<file path="src/rtl/mdio_pkg.sv">
package mdio_pkg;

    localparam int FRAME_BITS = 64;
    localparam int IDX_W      = $clog2(FRAME_BITS);
    localparam int TA_IDX     = 46;   // first turnaround bit
    localparam int ACK_IDX    = 47;   // slot where a PHY pulls the line low
    localparam int DATA_IDX   = 48;   // first data bit
    localparam int DATA_W     = 16;
    localparam int FLD_W      = 5;

    typedef enum logic [1:0] {
        OP_WRITE = 2'b01,
        OP_READ  = 2'b10
    } mdio_op_e;

    typedef struct packed {
        logic [FLD_W-1:0] phy;
        logic [FLD_W-1:0] regad;
    } mdio_target_t;

    function automatic logic [FRAME_BITS-1:0] build_frame(
        input mdio_op_e          op,
        input mdio_target_t      tgt,
        input logic [DATA_W-1:0] wdata
    );
        return {32'hFFFF_FFFF, 2'b01, op, tgt.phy, tgt.regad, 2'b10, wdata};
    endfunction

endpackage

</file>
<file path="src/rtl/mdio_clkgen.sv">
module mdio_clkgen #(
    parameter int unsigned DIV_HALF = 4
) (
    input  logic clk,
    input  logic rst,
    input  logic run,
    output logic mdc,
    output logic rise_stb,
    output logic fall_stb
);
    localparam int CW = $clog2(DIV_HALF + 1);
    localparam logic [CW-1:0] LAST = CW'(DIV_HALF - 1);

    logic [CW-1:0] cnt;
    logic          wrap;

    assign wrap     = run && (cnt == LAST);
    assign rise_stb = wrap && !mdc;
    assign fall_stb = wrap && mdc;

    always_ff @(posedge clk) begin
        if (rst || !run) begin
            cnt <= '0;
            mdc <= 1'b0;
        end else if (wrap) begin
            cnt <= '0;
            mdc <= !mdc;
        end else begin
            cnt <= cnt + 1'b1;
        end
    end
endmodule

</file>
<file path="src/rtl/mdio_engine.sv">
module mdio_engine
    import mdio_pkg::*;
(
    input  logic                  clk,
    input  logic                  rst,
    input  logic                  start,
    input  logic                  start_read,
    input  logic [FRAME_BITS-1:0] frame,
    input  logic                  rise_stb,
    input  logic                  fall_stb,
    input  logic                  mdio_i,
    output logic                  busy,
    output logic                  done,
    output logic                  is_read,
    output logic [IDX_W-1:0]      bit_idx,
    output logic                  mdio_o,
    output logic                  mdio_oe,
    output logic                  responded,
    output logic [DATA_W-1:0]     rd_data
);
    localparam logic [IDX_W-1:0] LAST_IDX = IDX_W'(FRAME_BITS - 1);

    logic [FRAME_BITS-1:0] shreg;
    logic [IDX_W-1:0]      nxt_idx;

    assign nxt_idx = bit_idx + 1'b1;
    assign done    = busy && fall_stb && (bit_idx == LAST_IDX);
    assign mdio_o  = shreg[FRAME_BITS-1];

    always_ff @(posedge clk) begin
        if (rst) begin
            busy      <= 1'b0;
            is_read   <= 1'b0;
            bit_idx   <= '0;
            shreg     <= '0;
            mdio_oe   <= 1'b0;
            responded <= 1'b0;
            rd_data   <= '0;
        end else if (!busy) begin
            if (start) begin
                busy      <= 1'b1;
                is_read   <= start_read;
                bit_idx   <= '0;
                shreg     <= frame;
                mdio_oe   <= 1'b1;
                responded <= 1'b0;
            end
        end else begin
            if (rise_stb && is_read) begin
                if (bit_idx == IDX_W'(ACK_IDX))
                    responded <= !mdio_i;
                if (bit_idx >= IDX_W'(DATA_IDX))
                    rd_data <= {rd_data[DATA_W-2:0], mdio_i};
            end
            if (fall_stb) begin
                if (bit_idx == LAST_IDX) begin
                    busy    <= 1'b0;
                    mdio_oe <= 1'b0;
                    shreg   <= '0;
                    bit_idx <= '0;
                end else begin
                    bit_idx <= nxt_idx;
                    shreg   <= {shreg[FRAME_BITS-2:0], 1'b0};
                    mdio_oe <= !(is_read && (nxt_idx >= IDX_W'(TA_IDX)));
                end
            end
        end
    end
endmodule

</file>
<file path="src/rtl/mdio_regs.sv">
module mdio_regs
    import mdio_pkg::*;
(
    input  logic                  clk,
    input  logic                  rst,
    input  logic                  reg_wr_en,
    input  logic                  reg_sel,
    input  logic [31:0]           reg_wdata,
    input  logic                  busy,
    input  logic                  done,
    input  logic                  responded,
    input  logic [DATA_W-1:0]     rd_data,
    output logic [31:0]           reg_rdata,
    output logic                  start,
    output logic                  start_read,
    output logic [FRAME_BITS-1:0] frame,
    output logic                  rd_cmd,
    output logic                  wr_cmd
);
    mdio_target_t      tgt_q, tgt_new;
    logic [DATA_W-1:0] data_q;
    logic              ctrl_wr, data_wr;
    logic              unused_bits;

    assign unused_bits = ^{reg_wdata[31:16], reg_wdata[3:2]};

    assign ctrl_wr    = reg_wr_en && !reg_sel && !busy;
    assign data_wr    = reg_wr_en &&  reg_sel && !busy;
    assign tgt_new    = '{phy: reg_wdata[13:9], regad: reg_wdata[8:4]};
    assign start      = ctrl_wr && (reg_wdata[0] || reg_wdata[1]);
    assign start_read = reg_wdata[0];
    assign frame      = build_frame(start_read ? OP_READ : OP_WRITE, tgt_new, data_q);

    always_ff @(posedge clk) begin
        if (rst) begin
            tgt_q  <= '0;
            data_q <= '0;
            rd_cmd <= 1'b0;
            wr_cmd <= 1'b0;
        end else begin
            if (ctrl_wr)
                tgt_q <= tgt_new;
            if (start) begin
                rd_cmd <= reg_wdata[0];
                wr_cmd <= !reg_wdata[0];
            end else if (done) begin
                rd_cmd <= 1'b0;
                wr_cmd <= 1'b0;
            end
            if (data_wr)
                data_q <= reg_wdata[DATA_W-1:0];
            else if (done && rd_cmd)
                data_q <= rd_data;
        end
    end

    always_comb begin
        if (reg_sel)
            reg_rdata = {{(32-DATA_W){1'b0}}, data_q};
        else
            reg_rdata = {18'b0, tgt_q.phy, tgt_q.regad, responded, 1'b0, wr_cmd, rd_cmd};
    end
endmodule

</file>
<file path="src/rtl/mdio_master.sv">
module mdio_master
    import mdio_pkg::*;
#(
    parameter int unsigned DIV_HALF = 4
) (
    input  logic        clk,
    input  logic        rst,
    input  logic        reg_wr_en,
    input  logic        reg_sel,
    input  logic [31:0] reg_wdata,
    output logic [31:0] reg_rdata,
    output logic        busy,
    output logic        mdc,
    output logic        mdio_o,
    output logic        mdio_oe,
    input  logic        mdio_i
);
    logic                  rise_stb, fall_stb;
    logic                  start, start_read, done;
    logic                  eng_is_read, responded;
    logic                  rd_cmd, wr_cmd;
    logic [IDX_W-1:0]      bit_idx;
    logic [FRAME_BITS-1:0] frame;
    logic [DATA_W-1:0]     rd_data;

    mdio_clkgen #(.DIV_HALF(DIV_HALF)) u_clk (
        .clk(clk), .rst(rst), .run(busy),
        .mdc(mdc), .rise_stb(rise_stb), .fall_stb(fall_stb)
    );

    mdio_engine u_eng (
        .clk(clk), .rst(rst), .start(start), .start_read(start_read),
        .frame(frame), .rise_stb(rise_stb), .fall_stb(fall_stb),
        .mdio_i(mdio_i), .busy(busy), .done(done), .is_read(eng_is_read),
        .bit_idx(bit_idx), .mdio_o(mdio_o), .mdio_oe(mdio_oe),
        .responded(responded), .rd_data(rd_data)
    );

    mdio_regs u_regs (
        .clk(clk), .rst(rst), .reg_wr_en(reg_wr_en), .reg_sel(reg_sel),
        .reg_wdata(reg_wdata), .busy(busy), .done(done),
        .responded(responded), .rd_data(rd_data), .reg_rdata(reg_rdata),
        .start(start), .start_read(start_read), .frame(frame),
        .rd_cmd(rd_cmd), .wr_cmd(wr_cmd)
    );
endmodule

</file>
<file path="config.mk">
export PLATFORM = sky130hd
export DESIGN_NAME = mdio_master
export DESIGN_NICKNAME = d
export VERILOG_FILES = /design/src/rtl/mdio_pkg.sv /design/src/rtl/mdio_clkgen.sv /design/src/rtl/mdio_engine.sv /design/src/rtl/mdio_regs.sv /design/src/rtl/mdio_master.sv
export SDC_FILE = /design/constraint.sdc
export NUM_CORES = 1
export LEC_CHECK = 0
export BUFFER_PORTS_ARGS = -buffer_cell sky130_fd_sc_hd__buf_2
export CAP_MARGIN = 5
export CORE_UTILIZATION = 61
export CTS_BUF_LIST = sky130_fd_sc_hd__clkbuf_16
export CTS_CLUSTER_DIAMETER = 50
export DETAILED_ROUTE_END_ITERATION = 16
export GPL_ROUTABILITY_DRIVEN = 0
export PLACE_DENSITY = 0.85
export SYNTH_ARGS = -nofsm -noshare
export SYNTH_HDL_FRONTEND = slang
export SYNTH_SLANG_ARGS = --single-unit
</file>
<file path="constraint.sdc">
create_clock -name clk -period 5.7 [get_ports clk]
set_clock_uncertainty 0.15 [all_clocks]
set_input_delay 1.14 -clock clk [delete_from_list [all_inputs] [get_ports clk]]
set_output_delay 1.14 -clock clk [all_outputs]
set_load 0.05 [all_outputs]
</file>
==> summary.txt, run 1 <==
Pre-Repair DR Iteration Count - 5
Clk Latency, worst-skew pair - 0.41 ns
Final nets - 666
Crit path largest cell delay - 0.42 ns
CTS tree - done
final wirelength - 13.0 mm
number of global-route vias before repair - 4301
Comb pwr share - 9.8%
Cell Area, Synth - 0.00534 mm2
initial antenna violation count - 0
first-pass GRT wire length - 20.9 mm
Seq. cell area - 0.00244 mm2
most used cell, CP - buf_2
CTS Buf Count - 17
die area - 0.00914 mm2
Post-synth EDFFs - 0
clock power share - 46.7%
top-count cell post-synth - dfxtp_1
Area growth syn-to-layout - 11.5%
Worst Hold Slack - 0.271 ns
# Post-CTS Setup Buffers - 0
post-DP HPWL - 7.27 mm
DP Worst Slack - 2.04 ns
Vias/cell - 6.27
Slew headroom - 27.1%
Seq cells post-synth - 122
Top FF cell, synth - dfxtp_1
Hold Path Depth - 1
Crit path max-delay family - buffers and inverters
Yosys top cell by area - dfxtp_1
Worst Setup End Kind - primary output
clk buf depth - 2
Core Rows - 33
Final ANT Viol Nets - 0
Peak VDD IR - 268 uV
Crit path depth - 3
fin cells - 742
DRC violations left - 0
largest cells by area after synthesis - dfxtp_1 (46%), nor2_1 (6.6%), nor3_2 (5.1%), a21oi_1 (5.0%), nand2_1 (4.3%)
Total GRT Usage - 30.3%
worst-path fanout max - 19
Synth top area share - 45.7%
width of the die - 95.6 um
Max Cap Violations - 0
Area after DPL - 0.00541 mm2
leakage power - 2.35 nW
wire per inst - 17.5 um
Fmax - 0.287 GHz
WP buf/inv - 2
Reg clk slew, reported paths - 0.05 ns
total power per unit cell area - 357 mW/mm2
post-route core utilization - 71.4%
sequential area share after synthesis - 45.7%
Final Critical Period - 3.49 ns
CP required - 4.41 ns
PnR worst setup slack - 2.21 ns
total power draw - 2.13 mW
IO Pins - 73
fin crit share - 61.2%
dpl cells - 711
TritonCTS Sinks - 122
Starting Density - 64.1%
Reg-to-Reg End - u_regs.data_q[1]
Post-CTS Resized - 0
Final Hold Viols - 0
worst hold start - u_clk.cnt[0]
worst-path cell chain - buf_2 > mux2_2 > buf_2
routed via count - 4649
Post-synth ARST share - 0%
clk root buf - clkbuf_16
footprint of the multi-input gates - 0.00255 mm2
P_sw - 577 uW
Critical R2R Launch - u_clk.cnt[0]
I/O Buffers - 40
Final Max Slew Viols - 0
Cells after Synth - 611
grt total ovfl - 0
synth cell count leaders - dfxtp_1 (122), nor2_1 (94), nand2_1 (61)
FILL cells - 593
status - completed
Unique masters post-synth - 44
Post-Route Setup TNS - 0 ns
final setup fails - 0
DR iter-0 viols - 457
R2R depth - 6
sequential share of power - 43.5%
largest net degree at the start of global routing - 73
internal power - 1.55 mW
Reg2Reg Setup Slack - 2.81 ns
YS warnings - 0
Worst path slowest cell - buf_2
Ant. Diodes - 0
RSZ-0062 raised after global routing - false
Worst Hold End - u_clk.cnt[0]
worst-margin pin slew - 1.09 ns
CTS HTree Levels - 4
switching part of the total power - 27.1%
Synth Area per Inst - 8.74 um2
layout cell share with drive strength beyond 1 - 20.7%
core area - 0.00834 mm2
hold buffers post-CTS - 0
crit path kind - input pin to primary output
HP Class - flop to flop
Chip Height - 95.6 um
crit path launch type - input pin
Final Instance Area - 0.00596 mm2
critical path arrival - 2.20 ns
[cell families after synthesis]
family,Yosys count,share of synthesized area (%)
mux,30,5.95
simple gates,214,19.8
compound gates,165,19.5
buf+inv,74,7.92
xor+xnor,1,0.164
flops,122,45.7
other cells,1,0.0702
fa+ha+maj,4,0.937
[flip-flops by register name, indices dropped and copies added, names as in the netlist]
signal           count
u_regs.rd_cmd        1
u_eng.shreg         64
u_eng.is_read        1
u_eng.rd_data       16
u_clk.cnt            3
u_regs.tgt_q        10
u_eng.busy           1
u_regs.data_q       16
u_eng.mdio_oe        1
u_eng.responded      1
u_clk.mdc            1
u_eng.bit_idx        6
u_regs.wr_cmd        1
[power groups by stage]
stage,Clock [mW],Combinational [mW],Sequential (mW)
2_1_floorplan,0,0.169,0.938
3_3_place_gp,0,0.196,0.939
3_5_place_dp,0,0.203,0.942
4_1_cts,0.995,0.206,0.924
5_1_grt,1.04,0.223,0.930
6_report,0.995,0.208,0.926
[area by class of cell]
class,count,area share [%]
multi-input cells,430,42.7
clock inverters,14,2.10
flip-flops and latches,122,41.0
well taps,105,2.21
repair buffers,49,4.49
inverters,5,0.315
clock buffers,17,7.14
[layer usage]
layer  GRT usage (%)  routed length (um)  up-vias
met5               0                   0        -
met4            15.3                 342        0
met3            5.90                1050       34
met2            48.2                6240      249
met1            39.0                5350     2226
li1                -                   -     2140
[layout by cell type (no fill, tap or decap), types with 13 or more instances in the layout]
cell	netlist	routed
dfxtp_1	122	122
nor2_1	94	94
nand2_1	61	61
a21oi_1	53	53
o21ai_0	40	40
buf_2	14	40
nor3_2	27	27
a221oi_1	23	23
clkbuf_16	0	17
mux2i_1	16	16
conb_1	1	16
a31oi_1	15	15
mux2_2	14	14
o21ai_1	13	13
[worst max-delay path by stage]
stage          startpoint         endpoint  slack, ns
3_3_place_gp      reg_sel  u_eng.shreg[63]       2.12
5_1_grt           reg_sel     reg_rdata[3]       2.19
6_report          reg_sel     reg_rdata[7]       2.21
3_5_place_dp      reg_sel  u_eng.shreg[47]       2.04
4_1_cts           reg_sel     reg_rdata[3]       2.24
2_1_floorplan     reg_sel     reg_rdata[0]       2.37
[worst reg2reg max path: cells and delay by family, from the launching register on]
| family | cells | cell delay (ns) |
|---|---|---|
| adders and majority gates | 2 | 0.38 |
| DFF | 1 | 0.33 |
| and+or+nand+nor | 3 | 1.74 |
| AOI/OAI and AO/OA | 1 | 0.12 |
(Power assumes the default switching activity.)
==> run 2: changes to the inputs <==
--- a/config.mk
+++ b/config.mk
@@ -5,14 +5,15 @@
 export SDC_FILE = /design/constraint.sdc
 export NUM_CORES = 1
 export LEC_CHECK = 0
+export ABC_AREA = 1
 export BUFFER_PORTS_ARGS = -buffer_cell sky130_fd_sc_hd__buf_2
 export CAP_MARGIN = 5
-export CORE_UTILIZATION = 61
+export CORE_UTILIZATION = 51
 export CTS_BUF_LIST = sky130_fd_sc_hd__clkbuf_16
 export CTS_CLUSTER_DIAMETER = 50
 export DETAILED_ROUTE_END_ITERATION = 16
 export GPL_ROUTABILITY_DRIVEN = 0
-export PLACE_DENSITY = 0.85
+export PLACE_DENSITY = 0.76
 export SYNTH_ARGS = -nofsm -noshare
 export SYNTH_HDL_FRONTEND = slang
 export SYNTH_SLANG_ARGS = --single-unit
==> constraint.sdc (replaced) <==
create_clock -name clk -period 3 [get_ports clk]
set_clock_uncertainty 0.15 [all_clocks]
set_input_delay 0.6 -clock clk [delete_from_list [all_inputs] [get_ports clk]]
set_output_delay 0.6 -clock clk [all_outputs]
set_load 0.05 [all_outputs]
==> summary.txt, run 2 <==
CP required - 2.25 ns
R2R depth - 4
PnR worst setup slack - 0.654 ns
most frequent cells in the layout - dfxtp_1 (122), a21oi_1 (111), o21ai_0 (106)
CTS HTree Levels - 4
grt total ovfl - 0
dpl cells - 805
clk root buf - clkbuf_16
most common cell after layout, fill and taps aside - dfxtp_1
top-count cell post-synth - dfxtp_1
Post-synth EDFFs - 0
CTS tree - done
Top FF cell, synth - dfxtp_1
Final ANT Viol Nets - 0
CTS Buf Count - 17
worst-margin pin slew - 1.09 ns
wire per inst - 14.5 um
Synth top area share - 46.9%
Max Cap Violations - 0
Pre-Repair DR Iteration Count - 5
Worst Setup End Kind - primary output
Total GRT Usage - 24.9%
post-DP HPWL - 7.58 mm
Unique masters post-synth - 33
largest cells by area after synthesis - dfxtp_1 (47%), a21oi_1 (11%), o21ai_0 (10%), nand2_1 (6.9%), nor2_1 (3.8%)
IO Pins - 73
DRC violations left - 0
first-pass GRT wire length - 20.3 mm
Largest regs - u_eng.shreg: 64 flops, u_eng.rd_data: 16 flops, u_regs.data_q: 16 flops
Vias/cell - 5.47
Hold Path Depth - 1
Fmax - 0.426 GHz
Final Hold Viols - 0
final wirelength - 12.1 mm
clk buf depth - 2
Yosys top cell by area - dfxtp_1
Area growth syn-to-layout - 15.7%
DP Worst Slack - 0.560 ns
Cell Area, Synth - 0.00520 mm2
Final Critical Period - 2.35 ns
initial antenna violation count - 0
worst-path fanout max - 26
Clk Latency, worst-skew pair - 0.40 ns
sequential area share after synthesis - 46.9%
Synth Area per Inst - 7.76 um2
fin cells - 837
final setup fails - 0
Post-Route Setup TNS - 0 ns
TritonCTS Sinks - 122
Post-CTS Resized - 0
Core Rows - 36
Reg clk slew, reported paths - 0.06 ns
Reg with most FFs - u_eng.shreg
layout cell share with drive strength beyond 1 - 14.1%
DR iter-0 viols - 232
YS warnings - 0
crit path launch type - input pin
Chip Height - 103 um
fin crit share - 78.2%
Peak VDD IR - 445 uV
synth cell count leaders - dfxtp_1 (122), a21oi_1 (111), o21ai_0 (106)
total power per unit cell area - 726 mW/mm2
leakage power - 2.52 nW
Ant. Diodes - 0
hold buffers post-CTS - 0
Post-synth ARST share - 0%
number of global-route vias before repair - 4330
HP Class - flop to flop
die area - 0.0106 mm2
Slew headroom - 27.2%
Final Max Slew Viols - 0
largest net degree at the start of global routing - 52
# Post-CTS Setup Buffers - 0
Seq cells post-synth - 122
Worst Hold Slack - 0.276 ns
width of the die - 103 um
RSZ-0062 raised after global routing - false
core area - 0.00982 mm2
status - completed
Final nets - 732
crit path kind - input pin to primary output
I/O Buffers - 40
critical path arrival - 1.60 ns
Starting Density - 53.0%
Cells after Synth - 671
routed via count - 4582
number of flip-flops under the largest register name - 64
[run 2: changes by cell type after synthesis, moves of 14 or more]
cell	before	now
nor3_2	27	0
a221oi_1	23	0
nand2_1	61	95
a21oi_1	53	111
a22oi_1	1	25
inv_1	5	38
o21ai_0	40	106
mux2_2	14	0
nor2_1	94	52
a31oi_1	15	0
[run 2: through the flow]
step | total power [mW] | cell area, um2 | utilization [%]
2_1_floorplan | 2.09 | 5260 | -
3_3_place_gp | 2.15 | 5370 | 54.7
3_5_place_dp | 2.16 | 5370 | 54.7
4_1_cts | 4.39 | 6020 | 61.3
5_1_grt | 4.51 | 6020 | 61.3
6_report | 4.37 | 6020 | 61.3
[run 2: metal layers]
metal  global-route usage (%)  up-vias  routed length, um
li1                         -     2281                  -
met5                        0        -                  0
met2                     43.7      125               6130
met4                     9.64        0                198
met3                     5.97       17                531
met1                     29.3     2159               5270
[run 2: cell families (layout without fill, tap and decap cells)]
group / Yosys count / count (layout) / share of synthesized area [%]
AOI/OAI and AO/OA: 253 / 253 / 26.4
and+or+nand+nor: 181 / 181 / 15.3
DFF: 122 / 122 / 46.9
buffers and inverters: 107 / 125 / 9.74
adders and majority gates: 4 / 4 / 0.962
muxes: 3 / 3 / 0.577
other: 1 / 16 / 0.0721
[run 2: final timing paths]
path | start | end | slack (ns)
setup reg to reg | u_eng.busy | u_eng.shreg[27] | 0.67
setup / recovery | reg_sel | reg_rdata[1] | 0.65
hold reg to reg | u_clk.cnt[0] | u_clk.cnt[0] | 0.28
hold / removal | u_clk.cnt[0] | u_clk.cnt[0] | 0.28
[run 2: layout make-up]
type	count	area, um2
Timing Repair Buffer	47	278
Multi-Input combinational cell	457	2310
Clock buffer	17	425
Tap cell	133	166
Sequential cell	122	2440
Clock inverter	15	224
Fill cell	890	3800
Inverter	46	173
[run 2: power by group]
group | switching, mW | leakage (nW) | internal, mW
logic | 0.279 | 1.20 | 0.0995
clock network | 0.756 | 0.321 | 1.48
registers | 0.0483 | 0.998 | 1.71
total | 1.08 | 2.52 | 3.28
[run 2: worst max-delay path, cell delays in order]
cell     delay, ns
buf_2         0.39
inv_2         0.13
o21ai_0       0.18
buf_2         0.29
==> run 3: changes to the inputs <==
--- a/config.mk
+++ b/config.mk
@@ -8,12 +8,12 @@
 export ABC_AREA = 1
 export BUFFER_PORTS_ARGS = -buffer_cell sky130_fd_sc_hd__buf_2
 export CAP_MARGIN = 5
-export CORE_UTILIZATION = 51
+export CORE_UTILIZATION = 57
 export CTS_BUF_LIST = sky130_fd_sc_hd__clkbuf_16
 export CTS_CLUSTER_DIAMETER = 50
 export DETAILED_ROUTE_END_ITERATION = 16
 export GPL_ROUTABILITY_DRIVEN = 0
-export PLACE_DENSITY = 0.76
+export PLACE_DENSITY = 0.8
 export SYNTH_ARGS = -nofsm -noshare
 export SYNTH_HDL_FRONTEND = slang
 export SYNTH_SLANG_ARGS = --single-unit
==> constraint.sdc (replaced) <==
create_clock -name clk -period 2.3 [get_ports clk]
set_clock_uncertainty 0.15 [all_clocks]
set_input_delay 0.46 -clock clk [delete_from_list [all_inputs] [get_ports clk]]
set_output_delay 0.46 -clock clk [all_outputs]
set_load 0.05 [all_outputs]
==> summary.txt, run 3 (synthesis results as in run 2) <==
# Post-CTS Setup Buffers - 0
DRC violations left - 0
wire per inst - 15.2 um
final setup fails - 0
CP startpoint - u_clk.cnt[0]
Critical R2R Launch - u_clk.cnt[0]
Final ANT Viol Nets - 0
Critical Path Sink - u_eng.rd_data[14]
CTS HTree Levels - 4
CP required - 2.41 ns
highest routing layer actually used - met4
Chip Height - 97.5 um
Slew headroom - 53.6%
sequential share of power - 41.2%
Core Rows - 34
Area after DPL - 0.00539 mm2
metal3 WL - 663 um
Starting Density - 59.4%
Post-CTS Resized - 1
Comb pwr share - 9.2%
fin crit share - 92.6%
switching part of the total power - 26.4%
Pre-Repair DR Iteration Count - 5
worst-path fanout max - 21
Ant. Diodes - 0
CTS Buf Count - 17
Fmax - 0.470 GHz
Final nets - 737
critical path arrival - 2.24 ns
crit path kind - flop to flop
clk buf depth - 2
Max Cap Violations - 0
first-pass GRT wire length - 20.2 mm
HP Class - input pin to flop
layout cell share with drive strength beyond 1 - 14.8%
Reg with most FFs - u_eng.shreg
Reg-to-Reg End - u_eng.rd_data[14]
initial antenna violation count - 0
total power draw - 5.56 mW
DP Worst Slack - 0.0458 ns
number of global-route vias before repair - 4319
I/O Buffers - 40
TritonCTS Sinks - 122
Worst Setup End Kind - flop
Post-Route Setup TNS - 0 ns
Vias/cell - 5.77
Met1 Wirelength - 5.38 mm
Clk Latency, worst-skew pair - 0.42 ns
RSZ-0062 raised after global routing - false
Final Instance Area - 0.00601 mm2
post-route core utilization - 68.6%
clk root buf - clkbuf_16
Area growth syn-to-layout - 15.5%
Final Critical Period - 2.13 ns
DR iter-0 viols - 263
final wirelength - 12.4 mm
Final Hold Viols - 0
largest net degree at the start of global routing - 45
metal2 WL - 6.18 mm
internal power - 4.09 mW
worst-margin pin slew - 0.694 ns
most common cell after layout, fill and taps aside - dfxtp_1
Largest regs - u_eng.shreg: 64 flops, u_eng.rd_data: 16 flops, u_regs.data_q: 16 flops
CTS tree - done
post-DP HPWL - 7.35 mm
Hold Path Depth - 4
Reg clk slew, reported paths - 0.06 ns
grt total ovfl - 0
R2R depth - 7
number of flip-flops under the largest register name - 64
width of the die - 97.5 um
most frequent cells in the layout - dfxtp_1 (122), a21oi_1 (111), o21ai_0 (104)
status - completed
crit path launch type - flop
total power per unit cell area - 925 mW/mm2
Peak VDD IR - 508 uV
P_sw - 1.47 mW
Total GRT Usage - 26.4%
IO Pins - 73
clock power share - 49.6%
Final Max Slew Viols - 0
die area - 0.00952 mm2
hold buffers post-CTS - 0
core area - 0.00876 mm2
leakage power - 2.52 nW
PnR worst setup slack - 0.171 ns
Reg2Reg Setup Slack - 0.17 ns
routed via count - 4711
-- run 3: cell count changes in the layout (fill, tap and decap cells not counted), sizes merged --
cell / previous run / this run
buf: 47 / 52
bufinv: 5 / 3
clkinv: 7 / 5
clkinvlp: 0 / 2
inv: 49 / 51
-- run 3: stage by stage --
stage          hold slack (ns)  std cells
2_1_floorplan            0.249        686
3_3_place_gp             0.258        785
3_5_place_dp             0.288        785
4_1_cts                  0.192        817
5_1_grt                  0.217        817
6_report                 0.199        817
-- run 3: cell type report --
| type | count | area [um2] |
|---|---|---|
| fillers | 712 | 2750 |
| flip-flops and latches | 122 | 2440 |
| multi-input cells | 457 | 2320 |
| clock buffers | 17 | 425 |
| repair buffers | 52 | 328 |
| clock inverters | 15 | 190 |
| inverters | 46 | 173 |
| well taps | 108 | 135 |
-- run 3: power by group through the flow --
stage                     clock network (mW)  logic, mW  registers (mW)
final                                   2.76      0.508            2.29
after global routing                    2.87      0.550            2.30
after CTS                               2.78      0.504            2.29
after detailed placement                   0      0.496            2.33
after global placement                     0      0.485            2.33
after floorplan                            0      0.397            2.32
-- run 3: how the worst min path moves through the flow --
stage,end,slack [ns],from
after CTS,u_eng.responded,0.19,mdio_i
after global placement,u_clk.cnt[0],0.26,u_clk.cnt[0]
after global routing,u_eng.responded,0.22,mdio_i
after floorplan,u_clk.cnt[0],0.25,u_clk.cnt[0]
final,u_eng.responded,0.20,mdio_i
after detailed placement,u_regs.tgt_q[9],0.29,u_regs.tgt_q[9]
-- run 3: critical path, cell delays in order (launching register included) --
cell and delay [ns]:
dfxtp_1 0.35, ha_1 0.16, ha_1 0.18, nand2_1 0.11
nor2_1 0.20, nand2_1 0.43, o21ai_0 0.32, a21oi_1 0.08
-- run 3: layer usage --
layer	global-route usage [%]	vias up
met5	0	-
met4	9.50	0
li1	-	2288
met2	44.7	183
met1	33.0	2222
met3	5.54	18
